--- config.mk ---
export PLATFORM = sky130hd
export DESIGN_NAME = branch_target_decoder
export DESIGN_NICKNAME = d
export VERILOG_FILES = /design/src/rtl/bdec_pkg.sv /design/src/rtl/bdec_classify.sv /design/src/rtl/bdec_disp.sv /design/src/rtl/bdec_seq.sv /design/src/rtl/branch_target_decoder.sv
export SDC_FILE = /design/constraint.sdc
export NUM_CORES = 1
export LEC_CHECK = 0
export BUFFER_PORTS_ARGS = -buffer_cell sky130_fd_sc_hd__buf_2
export CORE_ASPECT_RATIO = 0.7
export CORE_MARGIN = 2
export CORE_UTILIZATION = 59
export CTS_BUF_LIST = sky130_fd_sc_hd__clkbuf_4
export CTS_CLUSTER_DIAMETER = 30
export DETAILED_ROUTE_END_ITERATION = 12
export HOLD_SLACK_MARGIN = 0.1
export PLACE_DENSITY_LB_ADDON = 0.2
export SLEW_MARGIN = 20
export SYNTH_ARGS = -nofsm -noshare
export SYNTH_HDL_FRONTEND = slang
export SYNTH_SLANG_ARGS = --single-unit
--- constraint.sdc ---
create_clock -name clk -period 7.35 [get_ports clk]
set_clock_uncertainty 0.05 [all_clocks]
set_input_delay 2.205 -clock clk [delete_from_list [all_inputs] [get_ports clk]]
set_output_delay 2.205 -clock clk [all_outputs]
set_load 0.01 [all_outputs]
--- src/rtl/bdec_pkg.sv ---
package bdec_pkg;
  localparam int WORD_W = 16;

  localparam logic [3:0] GRP_BRANCH = 4'h6;
  localparam logic [3:0] GRP_QUICK  = 4'h5;
  localparam logic [3:0] COND_CALL  = 4'h1;
  localparam logic [7:0] ESC_WORD   = 8'h00;
  localparam logic [7:0] ESC_LONG   = 8'hFF;
  localparam logic [1:0] SZ_NOSIZE  = 2'b11;
  localparam logic [2:0] MODE_LOOP  = 3'b001;

  typedef enum logic [2:0] {
    K_OTHER = 3'd0,
    K_BCC   = 3'd1,
    K_BSR   = 3'd2,
    K_LOOP  = 3'd3,
    K_QADD  = 3'd4,
    K_QSUB  = 3'd5
  } kind_e;

  typedef enum logic [1:0] {
    V_NONE  = 2'd0,
    V_SHORT = 2'd1,
    V_WORD  = 2'd2,
    V_LONG  = 2'd3
  } vsize_e;

  typedef struct packed {
    kind_e       kind;
    logic [3:0]  cond;
    vsize_e      vsize;
    logic [1:0]  ext;
    logic [2:0]  creg;
    logic [3:0]  quick;
  } op_info_t;
endpackage

--- src/rtl/bdec_classify.sv ---
module bdec_classify
  import bdec_pkg::*;
(
  input  logic [WORD_W-1:0] op,
  output op_info_t          info
);
  always_comb begin
    info       = '0;
    info.kind  = K_OTHER;
    info.vsize = V_NONE;
    case (op[15:12])
      GRP_BRANCH: begin
        info.cond = op[11:8];
        info.kind = (op[11:8] == COND_CALL) ? K_BSR : K_BCC;
        if (op[7:0] == ESC_WORD) begin
          info.vsize = V_WORD;
          info.ext   = 2'd1;
        end else if (op[7:0] == ESC_LONG) begin
          info.vsize = V_LONG;
          info.ext   = 2'd2;
        end else begin
          info.vsize = V_SHORT;
          info.ext   = 2'd0;
        end
      end
      GRP_QUICK: begin
        if (op[7:6] == SZ_NOSIZE) begin
          if (op[5:3] == MODE_LOOP) begin
            info.kind  = K_LOOP;
            info.cond  = op[11:8];
            info.creg  = op[2:0];
            info.vsize = V_WORD;
            info.ext   = 2'd1;
          end
        end else begin
          info.kind  = op[8] ? K_QSUB : K_QADD;
          info.quick = (op[11:9] == 3'd0) ? 4'd8 : {1'b0, op[11:9]};
        end
      end
      default: ;
    endcase
  end
endmodule

--- src/rtl/bdec_disp.sv ---
module bdec_disp
  import bdec_pkg::*;
#(
  parameter int ADDR_W = 32
) (
  input  vsize_e            vsize,
  input  logic [7:0]        short8,
  input  logic [WORD_W-1:0] hi,
  input  logic [WORD_W-1:0] lo,
  output logic [ADDR_W-1:0] disp
);
  localparam int LONG_W = 2 * WORD_W;

  logic [ADDR_W-1:0] sx_short;
  logic [ADDR_W-1:0] sx_word;
  logic [ADDR_W-1:0] sx_long;

  assign sx_short = {{(ADDR_W-8){short8[7]}}, short8};
  assign sx_word  = {{(ADDR_W-WORD_W){lo[WORD_W-1]}}, lo};

  generate
    if (ADDR_W == LONG_W) begin : g_exact
      assign sx_long = {hi, lo};
    end else begin : g_wide
      assign sx_long = {{(ADDR_W-LONG_W){hi[WORD_W-1]}}, hi, lo};
    end
  endgenerate

  always_comb begin
    case (vsize)
      V_SHORT: disp = sx_short;
      V_WORD:  disp = sx_word;
      V_LONG:  disp = sx_long;
      default: disp = '0;
    endcase
  end
endmodule

--- src/rtl/bdec_seq.sv ---
module bdec_seq
  import bdec_pkg::*;
#(
  parameter int ADDR_W = 32
) (
  input  logic              clk,
  input  logic              rst,
  input  logic              in_valid,
  input  logic [WORD_W-1:0] in_word,
  input  logic [ADDR_W-1:0] in_addr,
  input  logic [1:0]        need,
  output logic [1:0]        idx,
  output logic              fire,
  output logic [WORD_W-1:0] held_op,
  output logic [ADDR_W-1:0] held_addr,
  output logic [WORD_W-1:0] held_ext
);
  assign fire = in_valid && (idx == need);

  always_ff @(posedge clk) begin
    if (rst) begin
      idx       <= 2'd0;
      held_op   <= '0;
      held_addr <= '0;
      held_ext  <= '0;
    end else if (in_valid) begin
      if (idx == 2'd0) begin
        held_op   <= in_word;
        held_addr <= in_addr;
      end
      if (idx == 2'd1) begin
        held_ext <= in_word;
      end
      idx <= fire ? 2'd0 : 2'(idx + 2'd1);
    end
  end
endmodule

--- src/rtl/branch_target_decoder.sv ---
module branch_target_decoder
  import bdec_pkg::*;
#(
  parameter int ADDR_W = 32
) (
  input  logic              clk,
  input  logic              rst,
  input  logic              in_valid,
  input  logic [15:0]       in_word,
  input  logic [ADDR_W-1:0] in_addr,
  output logic              out_valid,
  output logic [2:0]        out_kind,
  output logic [3:0]        out_cond,
  output logic [1:0]        out_variant,
  output logic [ADDR_W-1:0] out_disp,
  output logic [ADDR_W-1:0] out_target,
  output logic [2:0]        out_reg,
  output logic [3:0]        out_quick,
  output logic [1:0]        out_words
);
  localparam logic [ADDR_W-1:0] OP_BYTES = ADDR_W'(2);

  logic [1:0]        idx;
  logic              fire;
  logic [WORD_W-1:0] held_op;
  logic [ADDR_W-1:0] held_addr;
  logic [WORD_W-1:0] held_ext;
  logic [WORD_W-1:0] cur_op;
  logic [ADDR_W-1:0] cur_addr;
  op_info_t          info;
  logic [ADDR_W-1:0] disp;
  logic [ADDR_W-1:0] target;

  assign cur_op   = (idx == 2'd0) ? in_word : held_op;
  assign cur_addr = (idx == 2'd0) ? in_addr : held_addr;

  bdec_classify u_cls (
    .op   (cur_op),
    .info (info)
  );

  bdec_seq #(.ADDR_W(ADDR_W)) u_seq (
    .clk       (clk),
    .rst       (rst),
    .in_valid  (in_valid),
    .in_word   (in_word),
    .in_addr   (in_addr),
    .need      (info.ext),
    .idx       (idx),
    .fire      (fire),
    .held_op   (held_op),
    .held_addr (held_addr),
    .held_ext  (held_ext)
  );

  bdec_disp #(.ADDR_W(ADDR_W)) u_disp (
    .vsize  (info.vsize),
    .short8 (cur_op[7:0]),
    .hi     (held_ext),
    .lo     (in_word),
    .disp   (disp)
  );

  assign target = cur_addr + OP_BYTES + disp;

  always_ff @(posedge clk) begin
    if (rst) begin
      out_valid   <= 1'b0;
      out_kind    <= '0;
      out_cond    <= '0;
      out_variant <= '0;
      out_disp    <= '0;
      out_target  <= '0;
      out_reg     <= '0;
      out_quick   <= '0;
      out_words   <= '0;
    end else begin
      out_valid <= fire;
      if (fire) begin
        out_kind    <= info.kind;
        out_cond    <= info.cond;
        out_variant <= info.vsize;
        out_disp    <= disp;
        out_target  <= target;
        out_reg     <= info.creg;
        out_quick   <= info.quick;
        out_words   <= 2'(info.ext + 2'd1);
      end
    end
  end
endmodule

## Word level (Yosys, flattened, before mapping)

Cells that the tools add are included.

- Output and inout bits: 83
- Register bits: 149
- Input bits: 51
- Logic and storage cells: 48

- Eq/ne operators: 11
- Multiplexer cells: 15
- Add/subtract/negate cells: 4
- Reduce and logical (&&, ||, !) cells: 5

Operators with widths:

| kind | number |
|---|---|
| 32-bit case mux with 3 select lines | 1 |
| 32-bit by 2-bit adder with 32-bit output, second input constant | 1 |
| 32-bit adder | 1 |
| 32-bit 2-to-1 mux | 1 |
| 11-bit case mux with 2 select lines | 1 |
| 16-bit 2-to-1 mux | 1 |
| 4-bit 2-to-1 mux | 4 |
| 13-bit 2-to-1 mux | 1 |
| 11-bit 2-to-1 mux | 1 |
| 4-bit by 3-bit == test with 1-bit output, second input constant | 2 |
| 8-bit == test, second input constant | 1 |
| 8-bit zero test | 1 |
| 7-bit 2-to-1 mux | 1 |
| 2-bit == test, second input constant | 3 |
| 2-bit by 1-bit adder with 2-bit output, second input constant | 2 |
| 2-bit by 1-bit == test with 1-bit output, second input constant | 2 |
| 4-bit by 1-bit == test with 1-bit output, second input constant | 1 |
| 2-bit 2-to-1 mux | 2 |
| 3-bit by 1-bit == test with 1-bit output, second input constant | 1 |
| 3-bit zero test | 1 |
| 3-bit 2-to-1 mux | 1 |
| 2-bit == test | 1 |
| 2-bit zero test | 1 |
| 2-bit AND reduction | 1 |
| 2 further kinds | 2 |

## Depth between registers and ports, before layout

Gate-level depths: netlist of run 1.

- Depth in word-level cells: 9
- Gate-level depth with buffers: 24
- Depth with buffers taken out: 21

## Hierarchy

Synthesis of run 1 repeated with hierarchy kept, for this count alone.

- Cells, all modules: 1036
- Area, all modules: 8790.9 µm²

By module, submodules not included:

| module | area each (µm²) | seq. area each (µm²) | cells an instance | times used |
|---|---|---|---|---|
| branch_target_decoder | 5622.9 | 1661.6 | 629 | 1 |
| bdec_seq | 2389.8 | 1321.3 | 300 | 1 |
| bdec_disp | 498.0 | 0.0 | 69 | 1 |
| bdec_classify | 280.3 | 0.0 | 38 | 1 |

## Least setup slack after synthesis of run 1

No wires, ideal clock.

- Path kind: input-to-reg
- From: input port in_word[3]
- To: register out_target[31]
- Arrival: 6.319 ns
- Setup slack: 0.854 ns
- Path buffers: 2
- Cell stages on the path: 20
- Setup time: 0.127 ns
- Required time: 7.173 ns
- Cell sequence: nor4b_1 nand2_1 a21o_1 a21oi_1 or2_2 clkbuf_1 clkbuf_1 a21oi_1 ha_1 inv_1 ha_1 fa_1 a21o_1 a311o_1 nand4_1 a21oi_1 o211ai_1 a21oi_1 o211a_1 or3_1

- Word-level cells in the longest chain between the ends: 8
- Elaborated cells on any way between the ends: 16
- Those cells by class: add/sub (1); eq/ne (6); mux (7); reduce/logical (2)

RTL lines:

| item | line | RTL |
|---|---|---|
| start, declared | branch_target_decoder.sv:9 | `input logic [15:0] in_word,` |
| 16-bit 2-to-1 mux | -- |  |
| 8-bit == test or 3-bit by 1-bit == test with 1-bit output (tied branches) | bdec_classify.sv:18, bdec_classify.sv:28 |  |
| 4-bit 2-to-1 mux or 13-bit 2-to-1 mux (tied branches) | bdec_classify.sv:18, bdec_classify.sv:28 |  |
| 4-bit 2-to-1 mux or 11-bit 2-to-1 mux (tied branches) | bdec_classify.sv:15, bdec_classify.sv:27 |  |
| 11-bit case mux with 2 select lines | bdec_classify.sv:11 | `case (op[15:12])` |
| 2-bit == test or 2-bit by 1-bit == test with 1-bit output (tied branches) | bdec_disp.sv:30 | `case (vsize)` |
| 32-bit case mux with 3 select lines | bdec_disp.sv:30 |  |
| 32-bit adder | branch_target_decoder.sv:64 | `assign target = cur_addr + OP_BYTES + disp;` |
| end signal, assigned | branch_target_decoder.sv:84 | `out_target <= target;` |
| end, declared | branch_target_decoder.sv:16 | `output logic [ADDR_W-1:0] out_target,` |

Several ways; a longest one is shown, not always the timed one.
A chain may end at the register's enable or synchronous reset.

## Final worst setup path of run 1

- From: input port in_word[3]
- To: register out_target[24]

- Word-level cells in the longest chain between the ends: 8
- Elaborated cells on any way between the ends: 16
- Those cells by class: add/sub (1); eq/ne (6); mux (7); reduce/logical (2)

RTL lines:

| item | line | RTL |
|---|---|---|
| 16-bit 2-to-1 mux (*) | -- |  |
| 8-bit == test or 3-bit by 1-bit == test with 1-bit output (tied branches) | bdec_classify.sv:18, bdec_classify.sv:28 |  |
| 4-bit 2-to-1 mux or 13-bit 2-to-1 mux (tied branches) | bdec_classify.sv:18, bdec_classify.sv:28 |  |
| 4-bit 2-to-1 mux or 11-bit 2-to-1 mux (tied branches) | bdec_classify.sv:15, bdec_classify.sv:27 |  |
| 11-bit case mux with 2 select lines (*) | bdec_classify.sv:11 |  |
| 2-bit == test or 2-bit by 1-bit == test with 1-bit output (tied branches) | bdec_disp.sv:30 |  |
| 32-bit case mux with 3 select lines (*) | bdec_disp.sv:30 |  |
| net disp[16] | branch_target_decoder.sv:31 | `logic [ADDR_W-1:0] disp;` |
| 32-bit adder (*) | branch_target_decoder.sv:64 |  |

The timed path passes the listed nets; every way through them passes the cells marked *.

==> qor.txt, run 1 <==
status = finished clean
Post-Synthesis Cells = 1,059
gp weighted congestion = 0.929
Worst Hold End = out_target[9]
CP Max Fanout = 15
DR pass1 iterations = 5
max incr delay on CP = 0.79 ns
Setup WS pre-CTS = 0.201 ns
syn_area_per_cell = 7.87 sq um
power per standard cell area = 199 nW/um^2
RSZ-0062 raised after global routing = no
vias in the first global route = 7,014
drc violations = 0
pin count of the biggest net entering global routing = 87
reg2reg start = u_seq.idx[0]
Final Worst Setup Slack = 0.724 ns
max cap viols = 0
top post-synthesis cells by area = dfxtp_1 36%, ha_1 9.5%, nand2_1 7.9%
initial antenna violation count = 0
RR Endpoint = out_target[24]
R2R Setup Slk = 1.46 ns
Worst-Skew Late Latency = 0.57 ns
overflow left after global routing = 0
Yosys cell types = 64
normalized max-slew margin = 34.2%
Crit. End Element = flip-flop
R2R cell count = 17
post-synth top area share = 35.8%
Final Cycle Share = 90.2%
Top-Level Pins = 134
Worst Path Buf+Inv = 1
YS warnings = 0
LEAKAGE = 4.38 nW
final setup TNS = 0 ns
CTS resizes = 0
Worst Path Required = 7.81 ns
Initial Util = 60.0%
Via Count = 8,052
worst hold path depth = 2
final-report max-slew violation count = 0
Iteration-0 DRC Markers = 748
die extent in y = 103 um
CTS Hold Bufs = 0
CP max-delay cell = nor2b_1
clock sinks = 149
final setup fails = 0
fmax = 151 MHz
post-synthesis sequential area ratio = 35.8%
Root Buffer = clkbuf_4
crit-path cells = buf_2 -> nor4b_1 -> nand2_1 -> a21o_1 -> and3_1 -> nor2b_1 -> o21ai_0 -> ha_1 -> ha_1 -> a21oi_1 -> o21ai_0 -> a221oi_1 -> o21ai_0 -> a21o_1 -> a2111oi_0 -> a211o_1
minimum clock period after layout = 6.63 ns
Final HPWL DP = 16.7 mm
predominant post-synthesis flop cell = dfxtp_1
DIE AREA = 15,100 sq um
Vias/cell = 5.95
cell mode on critical path = o21ai_0
CTS Buf Count = 17
VDD IR max = 136 uV
Post-Synthesis Net Count = 1,174
core area = 13,900 sq um
flops & latches, synth = 149
Slew @ Worst Pin = 0.985 ns
Setup crit start kind = primary input
Max Root-Sink Buffers = 2
final instance area = 9290 sq um
ANT cells = 0
Post-Place Cell Area = 8990 sq um
cell taking the most area after synthesis = dfxtp_1
final net count = 1,266
GR Util All Layers = 30.4%
area of the mapped netlist = 8330 sq um
Die W = 146 um
area growth from synthesis to layout = 11.5%
Synth async-reset ratio = 0%
top flop regs = out_disp x32, out_target x32, u_seq.held_addr x32
hold_ws = 0.408 ns
Routed WL = 23.0 mm
CTS tree = done
Post-CTS Setup Repair Bufs = 0
fraction of layout cells with a size suffix above 1 = 18.5%
crit path DAT = 7.09 ns
WS Path Type = primary input to flip-flop
clock transition at the registers of the reported paths = 0.12 ns
Antenna Nets Post-Route = 0
Rows = 36
Core Util, Final = 67.0%
CP delay by family, top = compound AO/OA/AOI/OAI gates
worst hold path startpoint = out_target[9]
number of synthesized flops with an enable pin = 0
endpoints failing hold = 0
PortBufs = 133
H-Tree Depth = 4
Hold Crit Class = flip-flop to flip-flop
first-pass GRT wire length = 36.5 mm
drt wl/cell = 17.0 um
cell usage in the layout (no fill, tap or decap), types with 4 or more instances in the layout:
cell type   netlist  routed
o21ai_1           4       4
a22o_1            5       5
inv_1            16      16
a211o_1           5       4
a21oi_1         107     107
mux2i_1          10      10
ha_1             63      62
buf_2            12     132
or3_1             6       6
and3_1            6       6
nor2_1          141     141
nand3b_1         13      13
and2_1            5       5
o21a_1            6       6
nand3_1          17      17
a21o_1           28      28
clkbuf_4          0      19
a31oi_1           8       8
nor3_1           73      73
nand2_1         175     175
a211oi_1         14      14
nor4b_1           4       4
dfxtp_1         149     149
buf_4             4       9
nand4_1          12      12
xnor2_1          14      14
o211ai_1          8       8
clkinvlp_4        0       4
mux2_2           30      30
o211a_1           4       4
o21ai_0          24      24
Yosys cell counts (10+ instances only):
cell      instances
a21oi_1         107
buf_2            12
ha_1             63
a21o_1           28
xnor2_1          14
a211oi_1         14
mux2i_1          10
nand2_1         175
nand4_1          12
o21ai_0          24
inv_1            16
nand3b_1         13
nor2_1          141
nor3_1           73
nand3_1          17
dfxtp_1         149
clkbuf_1         40
mux2_2           30
worst min-delay path: cells and delay by family, from the launching register on:
family / cells / cell delay [ns]
AOI/OAI and AO/OA: 1 / 0.05
DFF: 1 / 0.33
and+or+nand+nor: 1 / 0.05
cells by family after synthesis:
family	after synthesis	synth area share (%)
AOI/OAI and AO/OA	237	18.0
xor gates and xnor gates	16	1.77
adders and majority gates	64	9.70
buffers and inverters	86	4.70
DFF	149	35.8
muxes	40	5.26
and+or+nand+nor	467	24.8
metrics by stage:
step	power, mW	instances
floorplan	1.19	1059
global placement	1.30	1322
detailed placement	1.30	1322
CTS	1.85	1353
global route	1.94	1353
finish	1.85	1353
worst max-delay path by stage:
stage | to | from | slack, ns | cells after the start
finish | out_target[24] | in_word[3] | 0.72 | 16
global route | out_target[24] | in_word[3] | 0.32 | 16
CTS | out_target[24] | in_word[3] | 0.75 | 16
detailed placement | out_target[24] | in_word[3] | 0.20 | 16
global placement | out_target[31] | in_word[3] | 0.45 | 20
floorplan | out_target[31] | in_word[3] | 0.85 | 20
metal layers:
metal	global-route usage (%)	vias to the layer above	wire, um
li1	-	3899	-
met1	44.9	3716	11000
met2	45.6	399	9470
met3	6.36	38	2180
met4	7.84	0	365
met5	0	-	0
power by group:
part | internal, mW | switching (mW) | total (mW)
registers | 0.860 | 0.0290 | 0.889
logic | 0.155 | 0.251 | 0.406
clock network | 0.241 | 0.316 | 0.558
total | 1.26 | 0.596 | 1.85
cell type report:
cell class	instances	area, sq um
Inverter	17	63.8
Clock inverter	12	154
Tap cell	190	238
Fill cell	1239	4580
Sequential cell	149	2980
Multi-Input combinational cell	824	4960
Clock buffer	19	143
Timing Repair Buffer	142	748
(Power assumes the default switching activity.)
==> run 2: changes to the inputs <==
Settings changed: MAX_ROUTING_LAYER set to met4.
==> run 2 against run 1 <==
Against the previous run: routed wire length decreased by 1.1%; global-route usage is 0.75 points higher; cell count is essentially flat; setup slack better by 0.068 ns; clock power grew 1%; count of clock-buffer cells in the layout is 2 lower; critical path depth unchanged; critical endpoint unchanged.
==> qor.txt, run 2 (same netlist as run 1, synthesis figures left out) <==
status = finished clean
crit-path cells = buf_2 -> nor4b_1 -> nand2_1 -> a21o_1 -> and3_1 -> nor2b_1 -> o21ai_0 -> ha_1 -> ha_1 -> a21oi_1 -> o21ai_0 -> a221oi_1 -> o21ai_0 -> a21o_1 -> a2111oi_0 -> a211o_1
commonest non-fill, non-tap cell in the layout = nand2_1
final net count = 1,266
final-report max-slew violation count = 0
Die W = 146 um
final setup TNS = 0 ns
Initial Util = 60.0%
Hold Crit Class = flip-flop to flip-flop
CTS Buf Count = 17
ANT cells = 0
fmax = 152 MHz
LEAKAGE = 4.40 nW
WS Path Type = primary input to flip-flop
Post-Place Cell Area = 8980 sq um
worst hold path startpoint = out_target[14]
drt wl/cell = 16.8 um
final setup fails = 0
top flop regs = out_disp x32, out_target x32, u_seq.held_addr x32
leading cell types in the layout, fill and taps excluded = 175 x nand2_1, 149 x dfxtp_1, 141 x nor2_1, 132 x buf_2, 107 x a21oi_1
CTS Hold Bufs = 0
max incr delay on CP = 0.78 ns
initial antenna violation count = 0
endpoints failing hold = 0
VDD IR max = 143 uV
normalized max-slew margin = 36.4%
drc violations = 0
overflow left after global routing = 0
minimum clock period after layout = 6.56 ns
CTS tree = done
Max Root-Sink Buffers = 2
RSZ-0062 raised after global routing = no
Iteration-0 DRC Markers = 827
Setup crit start kind = primary input
CP Max Fanout = 15
cell mode on critical path = o21ai_0
fraction of layout cells with a size suffix above 1 = 18.7%
CP max-delay cell = nor2b_1
Antenna Nets Post-Route = 0
core area = 13,900 sq um
crit path DAT = 7.04 ns
reg2reg start = u_seq.idx[0]
gp weighted congestion = 0.995
Crit. Startpoint = in_word[3]
final instance area = 9290 sq um
Post-CTS Setup Repair Bufs = 0
Core Util, Final = 67.0%
clock sinks = 149
die extent in y = 103 um
vias in the first global route = 6,895
pin count of the biggest net entering global routing = 86
Worst-Skew Late Latency = 0.59 ns
Crit. End Element = flip-flop
Worst Path Required = 7.83 ns
first-pass GRT wire length = 35.9 mm
Final Cycle Share = 89.2%
CTS resizes = 0
Root Buffer = clkbuf_4
Slew @ Worst Pin = 0.952 ns
Routed WL = 22.8 mm
max cap viols = 0
Fill cells = 1,249
DIE AREA = 15,100 sq um
clock transition at the registers of the reported paths = 0.13 ns
GR Util All Layers = 31.2%
power per standard cell area = 200 nW/um^2
Via Count = 7,946
Vias/cell = 5.87
Final HPWL DP = 16.4 mm
Rows = 36
Top-Level Pins = 134
H-Tree Depth = 4
DR pass1 iterations = 5
PortBufs = 133
area growth from synthesis to layout = 11.5%
hold_ws = 0.407 ns
==> run 2: per-layer routing <==
| layer | routed length (um) | part of all wire [%] | global-route usage (%) |
|---|---|---|---|
| met1 | 11000 | 48 | 44.6 |
| met2 | 9410 | 41 | 45.1 |
| met3 | 2000 | 8.8 | 6.14 |
| met4 | 386 | 1.7 | 8.59 |
| met5 | 0 | 0 | - |
==> run 2: path summary, 6_finish.rpt <==
path,endpoint,slack [ns],depth (start not counted)
hold / removal,out_target[14],0.41,2
hold reg to reg,out_target[14],0.41,2
setup reg to reg,out_target[24],1.48,17
setup / recovery,out_target[24],0.79,16
==> run 2: through the flow <==
stage	cells	power (mW)	setup WS (ns)
floorplan	1059	1.19	0.854
global placement	1322	1.30	0.431
detailed placement	1322	1.30	0.329
CTS	1354	1.86	0.933
global route	1354	1.94	0.515
finish	1354	1.85	0.791
==> run 2: worst max-delay path, delay by kind of cell <==
kind | cells | cell delay [ns]
AO/OA/AOI/OAI | 9 | 2.54
adder cells (fa/ha/maj) | 2 | 0.65
buffers and inverters | 1 | 0.13
AND/OR/NAND/NOR | 4 | 1.49
==> run 2: report_power, final <==
group	internal [mW]	switching, mW
logic	0.153	0.247
registers	0.860	0.0293
clock network	0.217	0.347
==> run 2: final cells by class <==
cell class | count | area [sq um] | area share (%)
well taps | 190 | 238 | 2.56
multi-input cells | 824 | 4960 | 53.4
repair buffers | 142 | 736 | 7.92
inverters | 17 | 63.8 | 0.687
clock inverters | 15 | 185 | 1.99
clock buffers | 17 | 128 | 1.37
flip-flops and latches | 149 | 2980 | 32.1
